$ cat src/rtl/cif_pkg.sv
package cif_pkg;
  localparam int CODE_W  = 4;
  localparam int SHIFT_W = 3;
  localparam int RUN_W   = 4;

  typedef struct packed {
    logic [SHIFT_W-1:0] shift;   // sample divisor = 2**shift
    logic [RUN_W-1:0]   runlen;  // consecutive samples required
  } cif_cfg_t;

  function automatic cif_cfg_t cif_decode(input logic [CODE_W-1:0] code);
    cif_cfg_t c;
    case (code)
      4'd0:    c = '{shift: 3'd0, runlen: 4'd1};
      4'd1:    c = '{shift: 3'd0, runlen: 4'd2};
      4'd2:    c = '{shift: 3'd0, runlen: 4'd4};
      4'd3:    c = '{shift: 3'd0, runlen: 4'd8};
      4'd4:    c = '{shift: 3'd1, runlen: 4'd6};
      4'd5:    c = '{shift: 3'd1, runlen: 4'd8};
      4'd6:    c = '{shift: 3'd2, runlen: 4'd6};
      4'd7:    c = '{shift: 3'd2, runlen: 4'd8};
      4'd8:    c = '{shift: 3'd3, runlen: 4'd6};
      4'd9:    c = '{shift: 3'd3, runlen: 4'd8};
      4'd10:   c = '{shift: 3'd4, runlen: 4'd5};
      4'd11:   c = '{shift: 3'd4, runlen: 4'd6};
      4'd12:   c = '{shift: 3'd4, runlen: 4'd8};
      4'd13:   c = '{shift: 3'd5, runlen: 4'd5};
      4'd14:   c = '{shift: 3'd5, runlen: 4'd6};
      default: c = '{shift: 3'd5, runlen: 4'd8};
    endcase
    return c;
  endfunction
endpackage

$ cat src/rtl/cif_sync.sv
module cif_sync #(
  parameter int STAGES = 2
) (
  input  logic clk,
  input  logic rst_n,
  input  logic d,
  output logic q
);
  logic [STAGES-1:0] chain;

  generate
    for (genvar i = 0; i < STAGES; i++) begin : g_stage
      always_ff @(posedge clk or negedge rst_n) begin
        if (!rst_n) chain[i] <= 1'b0;
        else if (i == 0) chain[i] <= d;
        else chain[i] <= chain[(i == 0) ? 0 : i-1];
      end
    end
  endgenerate

  assign q = chain[STAGES-1];
endmodule

$ cat src/rtl/cif_strobe.sv
module cif_strobe #(
  parameter int DIV_W   = 5,
  parameter int SHIFT_W = 3
) (
  input  logic               clk,
  input  logic               rst_n,
  input  logic               restart,
  input  logic [SHIFT_W-1:0] shift,
  output logic               strobe
);
  localparam logic [DIV_W-1:0] ONE = {{(DIV_W-1){1'b0}}, 1'b1};

  logic [DIV_W-1:0] div_cnt;
  logic [DIV_W-1:0] limit;

  always_comb begin
    limit  = (ONE << shift) - ONE;
    strobe = !restart && (div_cnt == limit);
  end

  always_ff @(posedge clk or negedge rst_n) begin
    if (!rst_n)                div_cnt <= '0;
    else if (restart || strobe) div_cnt <= '0;
    else                       div_cnt <= div_cnt + ONE;
  end
endmodule

$ cat src/rtl/cif_run.sv
module cif_run #(
  parameter int RUN_W = 4
) (
  input  logic             clk,
  input  logic             rst_n,
  input  logic             restart,
  input  logic             bypass,
  input  logic             strobe,
  input  logic             sample,
  input  logic [RUN_W-1:0] runlen,
  output logic             level,
  output logic             edge_pulse,
  output logic [RUN_W-1:0] run_cnt
);
  logic [RUN_W-1:0] cnt_inc;

  always_comb cnt_inc = run_cnt + {{(RUN_W-1){1'b0}}, 1'b1};

  always_ff @(posedge clk or negedge rst_n) begin
    if (!rst_n) begin
      level      <= 1'b0;
      edge_pulse <= 1'b0;
      run_cnt    <= '0;
    end else begin
      edge_pulse <= 1'b0;
      if (restart) begin
        run_cnt <= '0;
      end else if (bypass) begin
        run_cnt <= '0;
        if (sample != level) begin
          level      <= sample;
          edge_pulse <= 1'b1;
        end
      end else if (strobe) begin
        if (sample == level) begin
          run_cnt <= '0;
        end else if (cnt_inc == runlen) begin
          level      <= sample;
          edge_pulse <= 1'b1;
          run_cnt    <= '0;
        end else begin
          run_cnt <= cnt_inc;
        end
      end
    end
  end
endmodule

$ cat src/rtl/capture_input_filter.sv
module capture_input_filter
  import cif_pkg::*;
#(
  parameter int SYNC_STAGES = 2,
  parameter int DIV_W       = 5
) (
  input  logic              clk,
  input  logic              rst_n,
  input  logic [CODE_W-1:0] filt_code,
  input  logic              raw_in,
  output logic              filt_out,
  output logic              edge_pulse
);
  logic              sync_in;
  logic [CODE_W-1:0] code_q;
  logic              restart;
  logic              bypass;
  logic              strobe;
  cif_cfg_t          cfg;
  logic [RUN_W-1:0]  runlen;
  logic [RUN_W-1:0]  run_cnt;

  always_ff @(posedge clk or negedge rst_n) begin
    if (!rst_n) code_q <= '0;
    else        code_q <= filt_code;
  end

  always_comb begin
    restart = (filt_code != code_q);
    bypass  = (filt_code == '0);
    cfg     = cif_decode(filt_code);
    runlen  = cfg.runlen;
  end

  cif_sync #(.STAGES(SYNC_STAGES)) u_sync (
    .clk (clk),
    .rst_n (rst_n),
    .d (raw_in),
    .q (sync_in)
  );

  cif_strobe #(.DIV_W(DIV_W), .SHIFT_W(SHIFT_W)) u_strobe (
    .clk (clk),
    .rst_n (rst_n),
    .restart (restart),
    .shift (cfg.shift),
    .strobe (strobe)
  );

  cif_run #(.RUN_W(RUN_W)) u_run (
    .clk (clk),
    .rst_n (rst_n),
    .restart (restart),
    .bypass (bypass),
    .strobe (strobe),
    .sample (sync_in),
    .runlen (runlen),
    .level (filt_out),
    .edge_pulse (edge_pulse),
    .run_cnt (run_cnt)
  );
endmodule

$ cat config.mk
export PLATFORM = sky130hd
export DESIGN_NAME = capture_input_filter
export DESIGN_NICKNAME = d
export VERILOG_FILES = /design/src/rtl/cif_pkg.sv /design/src/rtl/cif_sync.sv /design/src/rtl/cif_strobe.sv /design/src/rtl/cif_run.sv /design/src/rtl/capture_input_filter.sv
export SDC_FILE = /design/constraint.sdc
export NUM_CORES = 1
export LEC_CHECK = 0
export ABC_AREA = 1
export BUFFER_PORTS_ARGS = -buffer_cell sky130_fd_sc_hd__buf_2
export CAP_MARGIN = 20
export CORE_MARGIN = 1
export CORE_UTILIZATION = 35
export DETAILED_ROUTE_END_ITERATION = 8
export GPL_TIMING_DRIVEN = 0
export PLACE_DENSITY = 0.65
export RECOVER_POWER = 100
export SYNTH_ARGS = -nofsm -noshare
export SYNTH_HDL_FRONTEND = slang
export SYNTH_SLANG_ARGS = --single-unit
$ cat constraint.sdc
create_clock -name clk -period 1.35 [get_ports clk]
set_input_delay 0.405 -clock clk [delete_from_list [all_inputs] [get_ports clk]]
set_output_delay 0.405 -clock clk [all_outputs]
set_load 0.005 [all_outputs]
; ---- Word level (Yosys, flattened, before mapping)
; Memory sizes are Yosys's and may differ from the RTL's.
; Cells that the tools add are included.
[word_totals]
romBits = 112
ram_bits = 0
ff_bits = 17
mem_count = 1
latch_bits = 0
wordCells = 45
inputBits = 7
[op_classes]
reduce_logical = 8
n_mux = 17
n_lt_le_gt_ge = 0
eq_ne = 7
shifts = 1
bitwise = 1
multipliers = 0
n_div = 0
addsub = 3
[memory_table]
columns = memory, depth, width, read_ports, rd_ports_with_merged_regs, wr, line
row1 = (name not given), 16, 7, 1, 0, 0, cif_pkg.sv:13  ; case (code)
[ops]
columns = operator, n
row1 = two-way mux 4 bit, 5
row2 = two-way mux 1 bit, 11
row3 = "adder 5 x 1 -> 5 bit, second input constant", 1
row4 = equality test 5 bit, 1
row5 = two-way mux 5 bit, 1
row6 = AND reduction 5 bit, 1
row7 = "<< shifter 1 x 3 -> 5 bit, first input constant", 1
row8 = "subtractor 5 x 1 -> 5 bit, second input constant", 1
row9 = "adder 4 x 1 -> 4 bit, second input constant", 1
row10 = equality test 4 bit, 1
row11 = zero test 4 bit, 1
row12 = != test 4 bit, 1
row13 = nonzero test 2 bit, 2
row14 = nonzero test 3 bit, 1
row15 = "!= test 2 x 1 -> 1 bit, second input constant", 1
row16 = "!= test 2 bit, second input constant", 1
row17 = equality test 1 bit, 1
row18 = logical AND 1 bit, 1
row19 = zero test 1 bit, 1
row20 = logical OR 1 bit, 1
row21 = != test 1 bit, 1
row22 = inverter 1 bit, 1

; ---- Depth between registers and ports, before layout
; An unclocked memory read counts as a cell.
[depth]
ltp_word = 8
depth_mapped = 15

; ---- By module
; From an unflattened synthesis, not the netlist that was laid out.
[unflattened]
cells_unflattened = 175
area_unflattened_um2 = 1212.4
[by_module_without_submodules]
columns = module, instances, seq_area_each_um2, area_per_inst_um2, cells_per_inst
row1 = capture_input_filter, 1, 100.1, 434.2, 68
row2 = cif_run, 1, 150.1, 385.4, 55
row3 = cif_strobe, 1, 125.1, 342.8, 50
row4 = cif_sync, 1, 50.0, 50.0, 2

; ---- Least setup slack after synthesis
; OpenSTA, ideal clock, no wires.
[synth_timing]
path_kind = input to register
from = input port filt_code[2]
to = register u_run.level
stages = 11
slack_ns = -0.365
n_path_buf = 1
t_arrival_ns = 1.598
cell_sequence = buf_6 > nand3_1 > ha_1 > xor2_1 > nand3_1 > nor2_1 > nand3_2 > nand2_4 > nand3_2 > nand2_1 > nand2_1
[synth_between]
elab_chain_cells = 7
elab_cells_between_ends = 16
classes_between = add/sub (1) / eq/ne (5) / shift (1) / mux (1) / bitwise (1) / reduce/logical (6) / memory (1)
[synth_rtl]
columns = element, line
row1 = "start, declared", capture_input_filter.sv:9  ; input logic [CODE_W-1:0] filt_code,
row2 = memory read (16 x 7 bit), n/a
row3 = << shifter 1 x 3 -> 5 bit, cif_strobe.sv:17  ; limit = (ONE << shift) - ONE;
row4 = subtractor 5 x 1 -> 5 bit, cif_strobe.sv:17
row5 = equality test 5 bit, cif_strobe.sv:18  ; strobe = !restart && (div_cnt == limit);
row6 = logical AND 1 bit, cif_strobe.sv:18
row7 = nonzero test 2 bit (no line), n/a
row8 = AND reduction 5 bit (no line), n/a
row9 = "end signal, assigned", cif_run.sv:31  ; level <= sample;
row10 = "end signal, assigned", cif_run.sv:38  ; level <= sample;
row11 = "end, declared", cif_run.sv:11  ; output logic level,
; Parallel ways exist; a longest one is shown, timed or not.
; A chain may end at the register's enable or synchronous reset.

; ---- Final worst setup path
[layout_timing]
from = input port filt_code[2]
to = register u_run.run_cnt[1]
[layout_between]
elab_chain_cells = 7
elab_cells_between_ends = 15
classes_between = add/sub (1) / eq/ne (3) / shift (1) / mux (5) / reduce/logical (4) / memory (1)
[layout_rtl]
columns = element, line
row1 = "parallel branches: the longest is 7 deep, another holds memory read (16 x 7 bit)", n/a
row2 = "end signal, assigned", cif_run.sv:42  ; run_cnt <= cnt_inc;
row3 = "end, declared", cif_run.sv:13  ; output logic [RUN_W-1:0] run_cnt
; Several ways; the timed one is not identified. The select of a mux whose other input is x is not followed.

==> results.py <==
metrics = {
    "run_status": {
        "status": "finished, violations left",
        "violations": "negative setup slack",
    },
    "sta": {
        "rsz0062_at_grt": "yes",
        "fin_crit_ps": 1550,
        "setup_viol": 11,
        "slew_headroom": 0.394,
        "fmax_mhz": 644,
        "fin_crit_sh": 1.15,
        "timing.hold.ws_ps": 253,
        "finClkSkew_ps": 8.67,
        "finalWorstSetupSlack_ps": -202,
        "worst_pin_slew_ps": 909,
        "hold_violations": 0,
        "slew_violations": 0,
    },
    "routing": {
        "drt_iter0_drc": 30,
        "via_per_inst": 4.77,
        "drc_errors": 0,
        "wl_per_cell_um": 10.5,
        "drtPass1Iterations": 4,
        "ant_nets": 0,
        "wl_um": 2570,
        "via_count": 1163,
    },
    "yosys": {
        "syn_area_um2": 1310,
        "yosys_warnings": 0,
        "postSynthCellCount": 178,
        "ys_types": 21,
        "ys_seq_area_frac": 0.325,
        "syn_nets": 193,
        "ys_ff_latch": 17,
        "avgSynthCellArea_um2": 7.35,
    },
    "placed_design": {
        "dp_hpwl_um": 1910,
        "gp_congestion": 0.824,
        "port_buffers": 8,
        "dp_slack_ps": -671,
    },
    "final_layout": {
        "fillCellCount": 346,
        "fin_util": 0.491,
        "mostFrequentLayoutCell": "nand2_1",
        "fin_nets": 214,
        "layout-drive-gt1-share": 0.328,
        "area_growth_pct": 30.0,
        "most-common-layout-cells": "nand2_1 (51), nand3_1 (19), dfrtp_1 (16), inv_1 (15), nor2_1 (10)",
        "antenna_cells": 0,
    },
    "job": {
        "maxCapViolations": 0,
    },
    "floorplanning": {
        "die_h_um": 63.2,
        "die_x_um": 63.2,
        "io_pins": 9,
        "die-area_um2": 3990,
        "rows": 21,
        "start_util": 0.377,
        "core_um2": 3470,
    },
    "setup_path": {
        "path_delay_family": "simple AND/OR/NAND/NOR gates",
        "crit_chain": "buf_12 > buf_12 > buf_4 > xor2_1 > nor2_2 > nand2_2 > nor2_4 > nand4_1 > o21ai_2",
        "path_buf_inv": 3,
        "slowest_stage": "nor2_2",
        "cp.depth": 9,
        "critPathMaxFanout": 9,
        "criticalPathCategory": "input port to register",
        "r2r_cells": 11,
        "cp-start-kind": "input port",
        "endpoint_kind": "register",
        "crit_path_max_incr_delay_ps": 190,
        "cp.required_ps": 1530,
        "cpMostUsedCell": "buf_12",
        "arrival_ps": 1730,
    },
    "power_and_ir_drop": {
        "irDropWorstVdd_uv": 648,
        "powerDensity_nw_per_um2": 706,
        "p_leak_nw": 0.823,
    },
    "clock_network": {
        "cts_made_buffers": 3,
        "htree_levels": 1,
        "worstSkewPairLatency_ps": 250,
        "numClockSinks": 17,
        "holdBufCountCts": 0,
        "clock_path_buffers": 2,
        "cts_tree": "yes",
        "path_clk_slew_ps": 70,
        "clock-root-buffer": "clkbuf_8",
    },
    "global_routing": {
        "track_usage": 0.141,
        "grt_pass1_wl_um": 4520,
        "gr-total-overflow": 0,
        "antenna_found_initial": 0,
        "grt_pass1_vias": 1060,
        "grt_max_degree": 18,
    },
    "min_path": {
        "hold_path_depth": 1,
        "hold_path.class": "input port to register",
    },
}
-- cell type report --
cell class                      count  area (um^2)  share of cell area
Buffer                              2         27.5              0.0162
Clock buffer                        3         41.3              0.0243
Clock inverter                      1         5.00             0.00294
Inverter                           21          109              0.0640
Multi-Input combinational cell    138          881               0.518
Sequential cell                    17          427               0.251
Tap cell                           46         57.6              0.0338
Timing Repair Buffer               16          154              0.0904
-- logic make-up (layout without fill, tap and decap cells) --
logic type	count (synthesis)	in the layout	synth area share
AND/OR/NAND/NOR	116	116	0.445
buffers and inverters	23	43	0.0746
AO/OA/AOI/OAI	6	6	0.0258
flip-flops	17	17	0.325
XOR/XNOR	8	8	0.0535
adder cells (fa/ha/maj)	8	8	0.0765
-- timing repair --
item                       in CTS  in global routing
buffers inserted                6                  2
setup endpoints to repair      11                 11
gates resized for setup        20                 22
pin swaps                       9                 10
gates cloned                    0                  0
-- synthesized netlist by cell type --
cell type,n,area share
inv_1,19,0.054
nor2_2,2,0.0096
nand4_1,7,0.033
xnor2_1,2,0.013
inv_2,2,0.0057
nand2_2,7,0.033
nand3_2,5,0.038
or2_2,1,0.0048
xor2_1,6,0.040
nand3_1,21,0.080
buf_4,1,0.0057
ha_1,8,0.076
nor2_4,2,0.017
nand2_4,3,0.026
dfrtp_1,17,0.33
nor3b_2,1,0.0096
a21oi_2,1,0.0067
nor2_1,12,0.034
buf_6,1,0.0086
nand2_1,55,0.16
o21ai_1,5,0.019
-- state kept, by name, indices dropped and copies added (netlist names) --
name              count
u_run.edge_pulse      1
u_sync.chain          1
u_strobe.div_cnt      5
u_run.run_cnt         4
code_q                4
u_run.level           1
u_sync.q              1
-- stage by stage --
stage	cell area (um^2)	total power, mW	cells	setup TNS, ps
5_1_grt	1700	1.29	244	-2950
6_report	1700	1.20	244	-1860
3_3_place_gp	1460	0.782	232	-6770
2_1_floorplan	1360	0.719	178	-2570
4_1_cts	1610	1.20	242	-2000
3_5_place_dp	1460	0.784	232	-7040
-- worst paths after layout --
kind                                  startpoint          endpoint  slack, ps
worst max-delay path                filt_code[2]  u_run.run_cnt[1]       -200
worst min-delay path                      raw_in   u_sync.chain[0]        250
worst max register to register  u_run.run_cnt[0]       u_run.level       -190
worst min register to register   u_sync.chain[0]          u_sync.q        360
max in group asynchronous                  rst_n  u_run.run_cnt[0]        470
min in group asynchronous                  rst_n         code_q[3]        260
-- routing by layer --
layer,routed length (um),track usage,up-vias
met3,87,0.0326,0
met4,0,0.0378,0
met5,0,0,-
met1,1140,0.181,534
li1,-,-,609
met2,1350,0.234,20
-- report_power, final --
group / total (mW) / internal (mW) / switching, mW
clock network: 0.375 / 0.205 / 0.171
logic: 0.299 / 0.127 / 0.171
registers: 0.528 / 0.521 / 0.00651
total: 1.20 / 0.853 / 0.348
No activity file was read; power rests on OpenSTA's default activity.
